===== src/rtl/bank_mapper_pkg.sv =====
package bank_mapper_pkg;

    localparam int LADDR_W  = 16;
    localparam int BANK_W   = 8;
    localparam int OFFS_W   = 13;
    localparam int SEL_W    = LADDR_W - OFFS_W;
    localparam int NUM_BANKS = 1 << SEL_W;
    localparam int PADDR_W  = BANK_W + OFFS_W;

    localparam logic [BANK_W-1:0] IO_BANK  = 8'hFF;
    localparam logic [BANK_W-1:0] RAM_BANK = 8'hF8;

    typedef logic [BANK_W-1:0] bank_t;
    typedef logic [SEL_W-1:0]  sel_t;

    typedef struct packed {
        bank_t               bank;
        logic [OFFS_W-1:0]   offs;
    } phys_t;

    typedef struct packed {
        logic io;
        logic ram;
        logic rom;
    } region_t;

    function automatic region_t classify(input bank_t b);
        region_t r;
        r.io  = (b == IO_BANK);
        r.ram = (b == RAM_BANK);
        r.rom = ~b[BANK_W-1];
        return r;
    endfunction

endpackage


===== src/rtl/bank_regfile.sv =====
module bank_regfile
    import bank_mapper_pkg::*;
(
    input  logic                 clk,
    input  logic                 rst,
    input  logic                 ld_en,
    input  logic [NUM_BANKS-1:0] ld_mask,
    input  bank_t                ld_value,
    output bank_t [NUM_BANKS-1:0] banks
);

    for (genvar i = 0; i < NUM_BANKS; i++) begin : g_reg
        bank_t q;
        always_ff @(posedge clk) begin
            if (rst)
                q <= '0;
            else if (ld_en && ld_mask[i])
                q <= ld_value;
        end
        assign banks[i] = q;

        // selected register captures the load byte
        a_r3_masked_write: assert property (@(posedge clk) disable iff (rst)
            (ld_en && ld_mask[i]) |=> (banks[i] == $past(ld_value)));
        // unselected or idle register holds
        a_r4_hold: assert property (@(posedge clk) disable iff (rst)
            !(ld_en && ld_mask[i]) |=> $stable(banks[i]));
        // cleared after reset
        a_r1_reset_clear: assert property (@(posedge clk) disable iff (rst)
            $past(rst) |-> (banks[i] == '0));
    end

endmodule


===== src/rtl/addr_xlate.sv =====
module addr_xlate
    import bank_mapper_pkg::*;
(
    input  bank_t [NUM_BANKS-1:0] banks,
    input  logic [LADDR_W-1:0]    laddr,
    input  sel_t                  rd_sel,
    output phys_t                 phys,
    output bank_t                 rd_value
);

    sel_t win;
    assign win = laddr[LADDR_W-1 -: SEL_W];

    always_comb begin
        phys.bank = banks[win];
        phys.offs = laddr[OFFS_W-1:0];
    end

    assign rd_value = banks[rd_sel];

endmodule


===== src/rtl/region_decode.sv =====
module region_decode
    import bank_mapper_pkg::*;
(
    input  bank_t   bank,
    output region_t region
);

    assign region = classify(bank);

endmodule


===== src/rtl/bank_mapper.sv =====
module bank_mapper
    import bank_mapper_pkg::*;
(
    input  logic        clk,
    input  logic        rst,
    input  logic        ld_en,
    input  logic [7:0]  ld_mask,
    input  logic [7:0]  ld_value,
    input  logic [2:0]  rd_sel,
    output logic [7:0]  rd_value,
    input  logic [15:0] laddr,
    output logic [20:0] paddr,
    output logic        is_io,
    output logic        is_ram,
    output logic        is_rom
);

    bank_t [NUM_BANKS-1:0] banks;
    phys_t                 phys;
    region_t               region;

    bank_regfile u_regs (
        .clk      (clk),
        .rst      (rst),
        .ld_en    (ld_en),
        .ld_mask  (ld_mask),
        .ld_value (ld_value),
        .banks    (banks)
    );

    addr_xlate u_xlate (
        .banks    (banks),
        .laddr    (laddr),
        .rd_sel   (rd_sel),
        .phys     (phys),
        .rd_value (rd_value)
    );

    region_decode u_dec (
        .bank   (phys.bank),
        .region (region)
    );

    assign paddr  = phys;
    assign is_io  = region.io;
    assign is_ram = region.ram;
    assign is_rom = region.rom;

    // offset bits pass straight through
    a_r2_offset: assert property (@(posedge clk) disable iff (rst)
        paddr[OFFS_W-1:0] == laddr[OFFS_W-1:0]);
    // I/O flag only on the I/O page
    a_r8_io_page: assert property (@(posedge clk) disable iff (rst)
        is_io |-> (paddr[20:13] == 8'hFF));
    // RAM flag only on the work RAM page
    a_r9_ram_page: assert property (@(posedge clk) disable iff (rst)
        is_ram |-> (paddr[20:13] == 8'hF8));
    // flags never overlap
    a_r10_exclusive: assert property (@(posedge clk) disable iff (rst)
        $onehot0({is_io, is_ram, is_rom}));
    // ROM flag tracks the top physical bit
    a_r10_rom_half: assert property (@(posedge clk) disable iff (rst)
        is_rom == !paddr[20]);

endmodule


===== config.mk =====
export PLATFORM = sky130hd
export DESIGN_NAME = bank_mapper
export DESIGN_NICKNAME = d
export VERILOG_FILES = /design/src/rtl/bank_mapper_pkg.sv /design/src/rtl/bank_regfile.sv /design/src/rtl/addr_xlate.sv /design/src/rtl/region_decode.sv /design/src/rtl/bank_mapper.sv
export SDC_FILE = /design/constraint.sdc
export NUM_CORES = 1
export LEC_CHECK = 0
export BUFFER_PORTS_ARGS = -buffer_cell sky130_fd_sc_hd__buf_2
export CAP_MARGIN = 30
export CORE_UTILIZATION = 50
export DETAILED_ROUTE_END_ITERATION = 6
export GPL_ROUTABILITY_DRIVEN = 0
export PLACE_DENSITY = 0.77
export SLEW_MARGIN = 10
export SYNTH_ARGS = -nofsm -noshare
export SYNTH_HDL_FRONTEND = slang
export SYNTH_SLANG_ARGS = --single-unit

===== constraint.sdc =====
create_clock -name clk -period 1.66 [get_ports clk]
set_clock_uncertainty 0.05 [all_clocks]
set_input_delay 0.166 -clock clk [delete_from_list [all_inputs] [get_ports clk]]
set_output_delay 0.166 -clock clk [all_outputs]
set_load 0.02 [all_outputs]

==> impl_metrics.tcl, run 1 <==
set metrics [dict create \
    fp-row-count 29 \
    vias 3419 \
    drt-initial-drc-count 269 \
    largest_reg_flops 64 \
    leakage_nw 1.854 \
    grt_use_total 0.3059 \
    hold_viol 0 \
    critPathKind "reg -> out" \
    grt_pass1_vias 3418 \
    vdd_ir_drop_max_mv 0.5497 \
    p_total_w 0.003696 \
    cts_max_level 3 \
    ys_top_cells_by_area "dfxtp_1 (37%), mux4_2 (15%), nand3_1 (9.4%)" \
    tritoncts "done" \
    timing.final.crit_share 1.407 \
    post_drt_wl_per_cell_um 19.71 \
    arrival_ps 2120 \
    ys_seq_elements 64 \
    yosysTopAreaCell "dfxtp_1" \
    rsz0062_at_grt "yes" \
    fin_crit_ps 2336 \
    wl_um 10760 \
    layout_setup_ws_ps -676.2 \
    dpl.cell_count 521 \
    cts_root_buf "clkbuf_8" \
    hp-class "in -> reg" \
    cp_max_fo 2 \
    clk_pin_slew_ps 80 \
    drc_errors 0 \
    timing.fmax_ghz 0.4280 \
    vias_per_cell 6.262 \
    synth_fp_nets 425 \
    place.port_buffers 43 \
    pin_count 70 \
    synthArstFlopShare 0 \
    synthFlopType "dfxtp_1" \
    max_slew_margin 0.7197 \
    syn_inst 387 \
    clkLatencyLatePin_ps 350 \
    power.density_nw_per_um2 794.0 \
    start_util 0.5312 \
    place_ws_ps -480.0 \
    grt_pass1_wl_um 16700 \
    antenna_cells 0 \
    reg2reg_from "u_regs.g_reg[2].q[7]" \
    synth.distinct_cells 25 \
    avgSynthCellArea_um2 8.965 \
    stdcell_count 546 \
    ant_nets 0 \
    ys_top_cells_by_count "nand2_1 (77), nand3_1 (65), a21oi_1 (64), dfxtp_1 (64), clkbuf_1 (30)" \
    holdCritStartpoint "ld_value[3]" \
    synth_most_common_cell "nand2_1" \
    grt-ovfl-total 0 \
    drtPass1Iterations 5 \
    syn_area_um2 3470 \
    drv_cap 0 \
    cts.path.max_buffers 2 \
    crit_path_start "u_regs.g_reg[3].q[1]" \
    die_w_um 85.30 \
    synth_top_area_share 0.3693 \
    area_growth_pct 34.15 \
    nets 502 \
    worstSetupStartpointType "flop" \
    yosysSeqAreaShare 0.3693 \
    grt_max_degree 65 \
    die_h_um 85.30 \
    dieArea_um2 7276 \
    dp_hpwl_um 6877 \
    coreArea_um2 6531 \
    worst_pin_slew_ps 420.5 \
    violations "setup timing" \
    reg.largest.list "u_regs.g.q (64)" \
    status "finished with violations" \
    regMostFlops "u_regs.g.q" \
    grt_antenna_before_repair 0 \
    cp.required_ps 1440 \
    cts.sinks 64 \
    yosys_warnings 0 \
    cp-end-kind "primary output" \
    slew_viol_final 0 \
    synth-edff-count 0 \
    setup_violations 19 \
    numCtsBuffers 9 \
    drive_gt1_frac 0.4819 \
]
final timing paths:
path,endpoint,slack (ps),cells past startpoint
max,is_ram,-680,6
min,u_regs.g_reg[6].q[3],100,3
max reg2reg,u_regs.g_reg[2].q[7],810,4
min reg2reg,u_regs.g_reg[7].q[5],420,2
metal layers:
layer  global-route usage  share of wire  vias up
met5                    0              0        -
met1               0.3579           0.36     1657
met3              0.07296          0.094       32
li1                     -              -     1528
met2               0.5337           0.51      202
met4               0.1379          0.028        0
worst max-delay path, cell delays in order, from the launching register on:
cell and delay [ps]:
dfxtp_2 330, mux4_2 490, nand2b_4 90, o221ai_4 90, or4_4 560, nor2_4 100
buf_6 120
through the flow:
step / instance area [µm²] / utilization / setup TNS [ps] / hold slack (ps)
6_report: 4654 / 0.7126 / -4811 / 96.26
5_1_grt: 4654 / 0.7126 / -5518 / 92.14
4_1_cts: 4578 / 0.7010 / -4821 / 80.39
3_5_place_dp: 4100 / 0.6278 / -2051 / 282.1
3_3_place_gp: 4100 / 0.6278 / -1935 / 282.1
2_1_floorplan: 3526 / - / -724.7 / 391.5
final cells by class:
type | instances | area, µm²
repair buffers | 119 | 1054
flip-flops and latches | 64 | 1324
fillers | 471 | 1877
clock buffers | 10 | 137.6
inverters | 5 | 18.77
clock inverters | 6 | 43.79
well taps | 77 | 96.34
multi-input cells | 265 | 1981
kinds of logic after synthesis:
family	Yosys count	synth area share
AND/OR/NAND/NOR	150	0.1911
AO/OA/AOI/OAI	71	0.1093
flip-flops	64	0.3693
buffers and inverters	58	0.08943
multiplexers	44	0.2409
cell usage in the layout, fill, tap and decap left out, types with 10 or more instances in the layout:
cell type	n
nand3_1	64
mux4_2	29
clkbuf_8	10
dfxtp_2	34
nand2_1	73
dfxtp_1	30
buf_4	48
buf_2	24
buf_6	42
a21oi_1	64
power breakdown:
| group | internal [W] | switching [W] | total (W) |
|---|---|---|---|
| logic | 0.000390 | 0.000404 | 0.000794 |
| clock network | 0.000586 | 0.000651 | 0.00124 |
| registers | 0.00161 | 0.0000498 | 0.00166 |
timing repair:
| item | 4_1_cts | 5_1_grt |
|---|---|---|
| pin swaps | 6 | 2 |
| setup endpoints to repair | 19 | 19 |
| hold buffers | 0 | 0 |
| setup buffers | 8 | 5 |
| gates resized for setup | 105 | 20 |
No activity file was read; power rests on OpenSTA's default activity.
==> inputs of run 2 (changes only) <==
==> constraint.sdc (replaced) <==
create_clock -name clk -period 2 [get_ports clk]
set_clock_uncertainty 0.05 [all_clocks]
set_input_delay 0.2 -clock clk [delete_from_list [all_inputs] [get_ports clk]]
set_output_delay 0.2 -clock clk [all_outputs]
set_load 0.02 [all_outputs]
==> impl_metrics.tcl, run 2 (synthesized netlist as in run 1, its figures left out) <==
set metrics [dict create \
    status "finished with violations" \
    violations "setup timing" \
    fill_cells 548 \
    ant_nets 0 \
    worst_r2r_endpoint "u_regs.g_reg[0].q[2]" \
    antenna_cells 0 \
    final_cell_mix "nand2_1 (77), nand3_1 (64), a21oi_1 (64), dfxtp_1 (61), buf_2 (41)" \
    drc_errors 0 \
    clkLatencyLatePin_ps 340 \
    cts_max_level 3 \
    hp-class "in -> reg" \
    grt_use_total 0.2809 \
    hold_end "u_regs.g_reg[5].q[4]" \
    cts.sinks 64 \
    drtPass1Iterations 5 \
    final_common_cell "nand2_1" \
    leakage_nw 1.588 \
    p_int_w 0.002361 \
    timing.fmax_ghz 0.4135 \
    reg2reg_depth 3 \
    vias_per_cell 6.206 \
    power_frac_comb 0.163 \
    hold_viol 0 \
    grt-ovfl-total 0 \
    reg.largest.list "u_regs.g.q (64)" \
    slew_viol_final 0 \
    grt_pass1_vias 3122 \
    switching_share 0.2578 \
    fin_crit_ps 2418 \
    max_slew_margin 0.6087 \
    wl_um 9695 \
    place.port_buffers 43 \
    holdCritStartpoint "ld_value[4]" \
    setup_violations 2 \
    p_seq_frac 0.433 \
    crit_path_top_delay_cell "or4_4" \
    crit_chain "mux4_2, nand2b_4, o221ai_4, or4_4, nor2_4, buf_6" \
    die_h_um 85.30 \
    timing.final.crit_share 1.209 \
    grt_pass1_wl_um 15680 \
    cp_max_fo 2 \
    rsz0062_at_grt "yes" \
    regToRegSetupSlack_ps 1200 \
    whs_path_depth 3 \
    reg2reg_from "u_regs.g_reg[0].q[2]" \
    grt_antenna_before_repair 0 \
    max_stage_delay_ps 560 \
    die_w_um 85.30 \
    regMostFlops "u_regs.g.q" \
    final_util 0.6249 \
    critPathKind "reg -> out" \
    switchingPower_w 0.0008202 \
    placed_area_um2 3777 \
    postLayoutCellArea_um2 4081 \
    p_total_w 0.003181 \
    start_util 0.5312 \
    grt_max_degree 37 \
    numCtsBuffers 9 \
    fin_hold_ws_ps 141.1 \
    worst_pin_slew_ps 587.0 \
    holdBufCountCts 0 \
    fp-row-count 29 \
    vdd_ir_drop_max_mv 0.4417 \
    power.density_nw_per_um2 779.4 \
    dp_hpwl_um 6546 \
    arrival_ps 2170 \
    p_clk_frac 0.405 \
    cts.path.max_buffers 2 \
    post_drt_wl_per_cell_um 19.39 \
    drv_cap 0 \
    vias 3103 \
    area_growth_pct 17.63 \
    nets 456 \
    largest_reg_flops 64 \
    clk_pin_slew_ps 70 \
    pin_count 70 \
    drive_gt1_frac 0.3215 \
    dieArea_um2 7276 \
    worstSetupStartpointType "flop" \
    cp.required_ps 1750 \
    tritoncts "done" \
    cts_root_buf "clkbuf_8" \
    layout_setup_ws_ps -418.3 \
    place_ws_ps -231.4 \
    coreArea_um2 6531 \
    drt-initial-drc-count 237 \
    cp-end-kind "primary output" \
]
-- run 2: worst max-delay path: cells and delay by family, from the launching register on --
family          cells  cell delay [ps]
simple gates        3              760
compound gates      1              100
flops               1              330
buf+inv             1              120
mux                 1              510
-- run 2: stage by stage --
stage | TNS (ps) | instances
finish | -443.1 | 500
global route | -567.4 | 500
CTS | -431.3 | 500
detailed placement | -441.8 | 483
global placement | -287.8 | 483
floorplan | -62.91 | 387
-- run 2: timing repair --
action,CTS,global route
pin swaps,2,4
gates resized for setup,14,6
setup buffers,1,0
endpoints found under the setup margin,4,4
-- run 2: how the worst max path moves through the flow --
| stage | endpoint | depth (start not counted) | startpoint |
|---|---|---|---|
| final | is_ram | 6 | u_regs.g_reg[3].q[1] |
| after floorplan | is_ram | 6 | laddr[13] |
| after global placement | is_ram | 7 | laddr[13] |
| after detailed placement | is_ram | 7 | laddr[13] |
| after global routing | is_ram | 6 | u_regs.g_reg[3].q[1] |
| after CTS | is_ram | 6 | u_regs.g_reg[3].q[2] |
-- run 2: area by class of cell --
class                      count  area [µm²]  area share
multi-input combinational    265        1959      0.4801
clock inverter                 2       60.06     0.01471
sequential                    64        1285      0.3148
inverter                       5       18.77    0.004598
tap                           77       96.34     0.02361
clock buffer                  14       172.7     0.04231
timing repair buffer          73       489.2      0.1199
-- run 2: power by group through the flow --
stage                     Clock, W  Combinational (W)  Sequential, W
after floorplan                  0           0.000382        0.00139
after global placement           0           0.000480        0.00140
after detailed placement         0           0.000492        0.00140
after CTS                  0.00130           0.000505        0.00138
after global routing       0.00136           0.000555        0.00138
final                      0.00129           0.000517        0.00138
-- run 2: per-layer routing --
| layer | vias to the layer above | global-route usage | wire [µm] |
|---|---|---|---|
| met5 | - | 0 | 0 |
| met4 | 0 | 0.1061 | 224 |
| met3 | 30 | 0.06615 | 930 |
| met2 | 181 | 0.4655 | 4761 |
| met1 | 1460 | 0.3588 | 3778 |
| li1 | 1432 | - | - |
==> inputs of run 3 (changes only) <==
--- a/config.mk
+++ b/config.mk
@@ -5,12 +5,13 @@
 export SDC_FILE = /design/constraint.sdc
 export NUM_CORES = 1
 export LEC_CHECK = 0
+export ABC_AREA = 1
 export BUFFER_PORTS_ARGS = -buffer_cell sky130_fd_sc_hd__buf_2
 export CAP_MARGIN = 30
 export CORE_UTILIZATION = 50
 export DETAILED_ROUTE_END_ITERATION = 6
 export GPL_ROUTABILITY_DRIVEN = 0
-export PLACE_DENSITY = 0.77
+export PLACE_DENSITY = 0.76
 export SLEW_MARGIN = 10
 export SYNTH_ARGS = -nofsm -noshare
 export SYNTH_HDL_FRONTEND = slang
==> impl_metrics.tcl, run 3 <==
set metrics [dict create \
    holdBufCountCts 0 \
    vdd_ir_drop_max_mv 0.4526 \
    largest_reg_flops 64 \
    yosysTopAreaCell "dfxtp_1" \
    cts_max_level 3 \
    fp-row-count 31 \
    grt_use_total 0.3019 \
    place.port_buffers 43 \
    layout_setup_ws_ps 151.9 \
    yosys_warnings 0 \
    grt_antenna_before_repair 0 \
    start_util 0.5173 \
    cts_root_buf "clkbuf_8" \
    place_ws_ps 225.3 \
    area_growth_pct 5.174 \
    reg.largest.list "u_regs.g.q (64)" \
    rsz0062_at_grt "no" \
    cp-end-kind "primary output" \
    synth_most_common_cell "nand2_1" \
    die_w_um 88.86 \
    worstSetupStartpointType "flop" \
    ant_nets 0 \
    regMostFlops "u_regs.g.q" \
    pin_count 70 \
    cts.path.max_buffers 2 \
    final_common_cell "nand2_1" \
    syn_inst 566 \
    leakage_nw 1.778 \
    clkLatencyLatePin_ps 360 \
    critPathTopFamily "compound AO/OA/AOI/OAI gates" \
    synth_fp_nets 604 \
    vias_per_cell 5.636 \
    grt_max_degree 65 \
    drt-initial-drc-count 501 \
    highest_layer "met4" \
    hold_viol 0 \
    path_buf_inv 2 \
    synth.distinct_cells 22 \
    nets 605 \
    crit_path_top_delay_cell "dfxtp_1" \
    post_drt_wl_per_cell_um 16.37 \
    antenna_cells 0 \
    ys_seq_elements 64 \
    cp_max_fo 3 \
    setup_violations 0 \
    avgSynthCellArea_um2 6.665 \
    hp-class "in -> reg" \
    clk_pin_slew_ps 80 \
    die_h_um 88.86 \
    wl_met1_um 4688 \
    vias 3782 \
    wl_met2_um 4812 \
    coreArea_um2 7292 \
    dieArea_um2 7896 \
    grt_pass1_vias 3572 \
    numCtsBuffers 9 \
    timing.fmax_ghz 0.5411 \
    timing.final.crit_share 0.9240 \
    crit_chain "inv_1, a21oi_1, o21ai_0, nand2_1, nor2_1, a31oi_1, buf_2" \
    postLayoutCellArea_um2 3968 \
    ys_top_cells_by_count "nand2_1 (99), nor2_1 (80), inv_1 (71)" \
    drv_cap 0 \
    cp.required_ps 1750 \
    wl_um 10980 \
    max_slew_margin 0.5108 \
    tritoncts "done" \
    worst_pin_slew_ps 733.8 \
    synth_top_area_share 0.3396 \
    dp_hpwl_um 7468 \
    drtPass1Iterations 5 \
    cts.sinks 64 \
    post_cts_resized 0 \
    critPathKind "reg -> out" \
    postCtsSetupRepairBufs 0 \
    synthFlopType "dfxtp_1" \
    met3_length_um 1011 \
    status "finished, final reports clean" \
    tns_ps 0 \
    drive_gt1_frac 0.1381 \
    power.density_nw_per_um2 767.4 \
    synth-edff-count 0 \
    final_cell_mix "nand2_1 (99), nor2_1 (80), inv_1 (71), a211oi_1 (64), dfxtp_1 (64)" \
    grt-ovfl-total 0 \
    synthArstFlopShare 0 \
    grt_pass1_wl_um 17800 \
    drc_errors 0 \
    arrival_ps 1600 \
    fin_crit_ps 1848 \
    slew_viol_final 0 \
    syn_area_um2 3772 \
    yosysSeqAreaShare 0.3396 \
    ys_top_cells_by_area "dfxtp_1 (34%), a211oi_1 (13%), nand2_1 (9.9%)" \
    max_stage_delay_ps 320 \
    fill_cells 761 \
    placed_area_um2 3802 \
]
run 3: where the power goes:
part	internal, W	total (W)	leakage (nW)	switching (W)
Clock	0.000475	0.000981	0.0899	0.000506
Sequential	0.00136	0.00139	0.528	0.0000330
Combinational	0.000207	0.000670	1.16	0.000463
run 3: worst min-delay path, stage by stage:
cell,delay (ps)
buf_2,160
nor2_1,120
a211oi_1,40
run 3: worst paths after layout:
path                              from              endpoint  slack, ps  cells after the start
setup / recovery  u_regs.g_reg[5].q[0]           rd_value[0]        150                      7
hold reg to reg   u_regs.g_reg[4].q[6]  u_regs.g_reg[4].q[6]        430                      2
hold / removal             ld_value[5]  u_regs.g_reg[5].q[5]        160                      3
setup reg to reg  u_regs.g_reg[7].q[1]  u_regs.g_reg[7].q[1]       1180                      2
run 3: cells by family after synthesis:
kind of cell	share of synthesized area
DFF	0.3396
buffers and inverters	0.1725
AOI/OAI and AO/OA	0.2269
and+or+nand+nor	0.2610
run 3: cell type report:
class / count / area, µm² / area share
inverters: 75 / 291.5 / 0.07348
repair buffers: 48 / 265.3 / 0.06686
flip-flops and latches: 64 / 1281 / 0.3229
clock buffers: 12 / 145.1 / 0.03658
multi-input cells: 369 / 1841 / 0.4639
well taps: 99 / 123.9 / 0.03122
clock inverters: 4 / 20.02 / 0.005046
run 3: through the flow:
| step | hold slack, ps | std cells | power, W | util |
|---|---|---|---|---|
| 2_1_floorplan | 400.5 | 566 | 0.001945 | - |
| 3_3_place_gp | 350.1 | 655 | 0.002068 | 0.5214 |
| 3_5_place_dp | 350.1 | 655 | 0.002078 | 0.5214 |
| 4_1_cts | 155.9 | 671 | 0.003039 | 0.5441 |
| 5_1_grt | 180.7 | 671 | 0.003178 | 0.5441 |
| 6_report | 162.6 | 671 | 0.003045 | 0.5441 |
run 3: per-layer routing:
layer,up-vias,global-route usage
met2,188,0.4594
met3,41,0.08209
met4,0,0.1481
met1,1706,0.3940
met5,-,0
li1,1847,-
